$ cat src/rtl/prio_group_pkg.sv
package prio_group_pkg;
  localparam logic [15:0] WR_KEY = 16'h05FA;
  localparam logic [15:0] RD_KEY = 16'hFA05;
  localparam int          SEL_W  = 3;

  typedef struct packed {
    logic sys_req;
    logic clr_act;
    logic vect_rst;
  } strobe_t;
endpackage

$ cat src/rtl/pg_ctrl_reg.sv
module pg_ctrl_reg
  import prio_group_pkg::*;
(
  input  logic             clk,
  input  logic             rst_n,
  input  logic             reg_sel,
  input  logic             reg_wr,
  input  logic             reg_priv,
  input  logic [31:0]      reg_wdata,
  output logic [31:0]      reg_rdata,
  output logic [SEL_W-1:0] grouping,
  output strobe_t          strobe
);
  logic wr_ok;
  logic unused_wbits;

  assign wr_ok = reg_sel & reg_wr & reg_priv & (reg_wdata[31:16] == WR_KEY);
  assign unused_wbits = ^{reg_wdata[15:11], reg_wdata[7:3]};

  always_ff @(posedge clk) begin
    if (!rst_n) begin
      grouping <= '0;
      strobe   <= '0;
    end else begin
      strobe <= wr_ok ? strobe_t'(reg_wdata[2:0]) : '0;
      if (wr_ok) grouping <= reg_wdata[10:8];
    end
  end

  always_comb begin
    reg_rdata = '0;
    if (reg_sel && reg_priv) reg_rdata = {RD_KEY, 5'b0, grouping, 8'b0};
  end

  // wrong key leaves state untouched
  a_r1_bad_key: assert property (@(posedge clk) disable iff (!rst_n)
    (reg_sel && reg_wr && reg_wdata[31:16] != WR_KEY) |=> ($stable(grouping) && strobe == '0));

  // unprivileged write leaves state untouched
  a_r3_unpriv: assert property (@(posedge clk) disable iff (!rst_n)
    (reg_sel && reg_wr && !reg_priv) |=> ($stable(grouping) && strobe == '0));

  // a pulse only follows a privileged write
  a_r10_pulse_src: assert property (@(posedge clk) disable iff (!rst_n)
    (strobe != '0) |-> $past(reg_sel && reg_wr && reg_priv));
endmodule

$ cat src/rtl/pg_lane_split.sv
module pg_lane_split
  import prio_group_pkg::*;
#(
  parameter int PB = 3
) (
  input  logic [SEL_W-1:0] grouping,
  input  logic [PB-1:0]    prio,
  output logic [PB-1:0]    grp,
  output logic [PB-1:0]    sub
);
  localparam int LOW = 8 - PB;

  logic [3:0] bp;
  logic [3:0] sub_n;

  always_comb begin
    bp    = {1'b0, grouping} + 4'd1;
    sub_n = (bp > 4'(LOW)) ? (bp - 4'(LOW)) : 4'd0;
    grp   = prio >> sub_n;
    sub   = prio & ~({PB{1'b1}} << sub_n);
  end
endmodule

$ cat src/rtl/pg_preempt_cmp.sv
module pg_preempt_cmp #(
  parameter int PB = 3
) (
  input  logic          clk,
  input  logic          rst_n,
  input  logic          pend_valid,
  input  logic          act_valid,
  input  logic [PB-1:0] pend_grp,
  input  logic [PB-1:0] act_grp,
  output logic          preempt
);
  assign preempt = pend_valid & act_valid & (pend_grp < act_grp);

  // a group tie never preempts
  a_r9_tie: assert property (@(posedge clk) disable iff (!rst_n)
    (pend_grp == act_grp) |-> !preempt);

  // both sides must be present
  a_r9_valid: assert property (@(posedge clk) disable iff (!rst_n)
    (!pend_valid || !act_valid) |-> !preempt);
endmodule

$ cat src/rtl/prio_group_ctrl.sv
module prio_group_ctrl
  import prio_group_pkg::*;
#(
  parameter int PB    = 3,
  parameter int LANES = 4
) (
  input  logic                  clk,
  input  logic                  rst_n,
  input  logic                  reg_sel,
  input  logic                  reg_wr,
  input  logic                  reg_priv,
  input  logic [31:0]           reg_wdata,
  output logic [31:0]           reg_rdata,
  input  logic [8*LANES-1:0]    prio_word,
  output logic [PB*LANES-1:0]   grp_word,
  output logic [PB*LANES-1:0]   sub_word,
  input  logic                  pend_valid,
  input  logic [7:0]            pend_prio,
  input  logic                  act_valid,
  input  logic [7:0]            act_prio,
  output logic                  preempt,
  output logic                  vect_rst_pulse,
  output logic                  clr_act_pulse,
  output logic                  sys_rst_req
);
  logic [SEL_W-1:0] grouping;
  strobe_t          strobe;
  logic [PB-1:0]    pend_grp, act_grp, pend_sub_unused, act_sub_unused;
  logic             unused_low;

  assign unused_low = ^{pend_prio[7-PB:0], act_prio[7-PB:0]};

  pg_ctrl_reg u_reg (
    .clk(clk), .rst_n(rst_n), .reg_sel(reg_sel), .reg_wr(reg_wr),
    .reg_priv(reg_priv), .reg_wdata(reg_wdata), .reg_rdata(reg_rdata),
    .grouping(grouping), .strobe(strobe)
  );

  for (genvar i = 0; i < LANES; i++) begin : g_lane
    logic unused_lane_low;
    assign unused_lane_low = ^prio_word[8*i+7-PB:8*i];
    pg_lane_split #(.PB(PB)) u_split (
      .grouping(grouping),
      .prio(prio_word[8*i+7 -: PB]),
      .grp(grp_word[PB*i +: PB]),
      .sub(sub_word[PB*i +: PB])
    );
  end

  pg_lane_split #(.PB(PB)) u_pend_split (
    .grouping(grouping), .prio(pend_prio[7 -: PB]),
    .grp(pend_grp), .sub(pend_sub_unused)
  );

  pg_lane_split #(.PB(PB)) u_act_split (
    .grouping(grouping), .prio(act_prio[7 -: PB]),
    .grp(act_grp), .sub(act_sub_unused)
  );

  pg_preempt_cmp #(.PB(PB)) u_cmp (
    .clk(clk), .rst_n(rst_n), .pend_valid(pend_valid), .act_valid(act_valid),
    .pend_grp(pend_grp), .act_grp(act_grp), .preempt(preempt)
  );

  assign vect_rst_pulse = strobe.vect_rst;
  assign clr_act_pulse  = strobe.clr_act;
  assign sys_rst_req    = strobe.sys_req;

  // all-subpriority setting never preempts
  a_r7_flat: assert property (@(posedge clk) disable iff (!rst_n)
    (grouping == 3'd7) |-> !preempt);

  // with no subpriority bits, lane 0 subpriority is zero
  a_r5_nosub: assert property (@(posedge clk) disable iff (!rst_n)
    (grouping <= 3'd4) |-> (sub_word[PB-1:0] == '0));
endmodule

$ cat config.mk
export PLATFORM = sky130hd
export DESIGN_NAME = prio_group_ctrl
export DESIGN_NICKNAME = d
export VERILOG_FILES = /design/src/rtl/prio_group_pkg.sv /design/src/rtl/pg_ctrl_reg.sv /design/src/rtl/pg_lane_split.sv /design/src/rtl/pg_preempt_cmp.sv /design/src/rtl/prio_group_ctrl.sv
export SDC_FILE = /design/constraint.sdc
export NUM_CORES = 1
export LEC_CHECK = 0
export ABC_AREA = 0
export BUFFER_PORTS_ARGS = -buffer_cell sky130_fd_sc_hd__clkbuf_2
export CAP_MARGIN = 20
export CORE_MARGIN = 5
export CORE_UTILIZATION = 37
export DETAILED_ROUTE_END_ITERATION = 7
export GPL_ROUTABILITY_DRIVEN = 1
export GPL_TIMING_DRIVEN = 0
export PLACE_DENSITY = 0.79
export SYNTH_ARGS = -nofsm -noshare
export SYNTH_HDL_FRONTEND = slang
export SYNTH_HIERARCHICAL = 1
export SYNTH_SLANG_ARGS = --single-unit
$ cat constraint.sdc
create_clock -name clk -period 3 [get_ports clk]
set_input_delay 0.3 -clock clk [delete_from_list [all_inputs] [get_ports clk]]
set_output_delay 0.3 -clock clk [all_outputs]
set_load 0.005 [all_outputs]
==> out/results.tsv <==
metric	value	unit
status	finished clean	
final-hold-violation-count	0	
routed_wl	5352	um
stdcell_count	454	
cpLargestDelayFamily	compound AO/OA/AOI/OAI gates	
die_w	82.12	um
syn_to_final_growth	37.78	%
firstDrtPassIters	4	
diodes	0	
cts_tree	yes	
cpMaxStageDelayCell	dfxtp_4	
grt_max_degree	28	
start_kind	flop	
critPathCaptureType	primary output	
rows	26	
critPathRequiredTime	2.70	ns
cts-root-buf	clkbuf_8	
worstSetupPathType	flop to primary output	
core	5075	sq um
start_util	37.92	%
worst_slew_pin_slew	0.9839	ns
portBuffers	84	
hpwl	4150	um
share_comb_of_total_power	39.3	%
timing.rr.start	u_reg/grouping[2]$_SDFFE_PN0P_	
fp.dieH	82.12	um
synth_area	1924	sq um
cp.arrival	2.65	ns
cts_made_buffers	3	
dieArea	6743	sq um
slowest_delay	0.38	ns
min-delay-path-class	primary input to flop	
power	324.7	uW
p_sw	87.07	uW
clock_skew	0	ns
htree_levels	1	
p_sw_share	26.81	%
finalCriticalPeriod	2.948	ns
synth_warnings	6	
critPathBufInv	3	
rsz0062_at_grt	yes	
ant_nets	0	
startpoint	u_reg/grouping[0]$_SDFFE_PN0P_	
clkTransAtPathRegs	0.03	ns
grt_pass1_vias	1948	
slew_headroom	34.31	%
insertion_delay	0.22	ns
place_inst	448	
grt_overflow	0	
gp_congestion	0.8461	
drc_errors	0	
syn_avg_cell_area	7.049	sq um
path_cells	buf_8, clkinvlp_4, ha_4, o21ba_2, nor3_2, o31ai_1, a21boi_2, ha_1, or3b_1, a211oi_2, buf_2	
cts_sinks	6	
drv_slew	0	
ir_drop	0.0002786	V
p_int	237.6	uW
min_from	reg_wdata[8]	
vias	2251	
nets	487	
p_clk_share	36.6	%
timing.max_cap.violations	0	
post-route-util	52.24	%
grt_util_all_layers	14.90	%
drt-initial-drc-count	91	
power_frac_seq	24.2	%
grt_pass1_wl	8300	um
netlist_instances	273	
post-route-period-util	98.28	%
fmax	339.2	MHz
powerDensity	122.5	nW/um^2
cts_hold_buf	0	
clock_path_buffers	2	
cp_max_fo	10	
drive_above_1_share	39.32	%
post_drt_wl_per_cell	11.79	um
antenna_found_initial	0	
io_pins	147	
drt-vias-per-instance	4.958	
setup_viol	0	
power_leakage	0.001263	uW
fin_hold_ws	0.2979	ns
-- worst register-to-register path, stage by stage (launching register included) --
cell and delay [ns]:
dfxtp_1 0.96, nand2_1 0.10, mux2i_1 0.15
-- cell type report --
type,instances,area [sq um]
fill,500,2424
multi-input combinational,222,1535
timing repair buffer,88,457.9
buffer,35,285.3
sequential,6,127.6
inverter,30,116.4
tap,70,87.58
clock buffer,3,41.29
-- worst paths after layout --
kind                                     to  slack, ns  cells after the start
min          u_reg/grouping[0]$_SDFFE_PN0P_       0.30                      3
max reg2reg  u_reg/grouping[2]$_SDFFE_PN0P_       1.72                      2
max                                 preempt       0.05                     11
min reg2reg  u_reg/grouping[0]$_SDFFE_PN0P_       0.72                      3
-- placed cells by master (no fill, tap or decap), drive strengths merged, types with 7 or more instances in the layout --
cell type,instances
nand3,7
clkbuf,86
buf,40
ha,14
o21ai,12
nand2,35
mux2i,9
conb,21
nand3b,7
nor3,14
and2,7
inv,29
nor2,18
-- per-layer routing --
layer	wire [um]	global-route usage, %	share of wire, %
met5	0	0	0
met4	45	3.987	0.84
met3	396	1.844	7.4
met2	2674	26.90	50
met1	2235	18.48	42
-- registers in the layout, summed over array words and instances, names as in the netlist --
| register | flops |
|---|---|
| u_reg/grouping | 3 |
| u_reg/strobe | 3 |
-- what timing repair did --
action                                  in CTS  in global routing
endpoints found under the setup margin       2                  1
buffers inserted                             2                  1
gates resized for setup                      7                  9
pin swaps                                    0                  1
-- stage by stage --
stage | instance area [sq um] | setup slack, ns | setup TNS, ns
final | 2651 | 0.05169 | 0
after global routing | 2651 | -0.1015 | -0.1015
after CTS | 2618 | 0.002079 | 0
after detailed placement | 2522 | -0.4193 | -0.4193
after global placement | 2507 | -0.3701 | -0.3701
after floorplan | 1999 | 0.1429 | 0
-- power groups by stage --
stage / sequential (uW) / clock (uW) / combinational [uW]
2_1_floorplan: 81.4 / 0 / 69.8
3_3_place_gp: 81.4 / 0 / 123
3_5_place_dp: 81.4 / 0 / 126
4_1_cts: 78.4 / 124 / 126
5_1_grt: 78.4 / 127 / 144
6_report: 78.5 / 119 / 127
No activity file was read; power rests on OpenSTA's default activity.
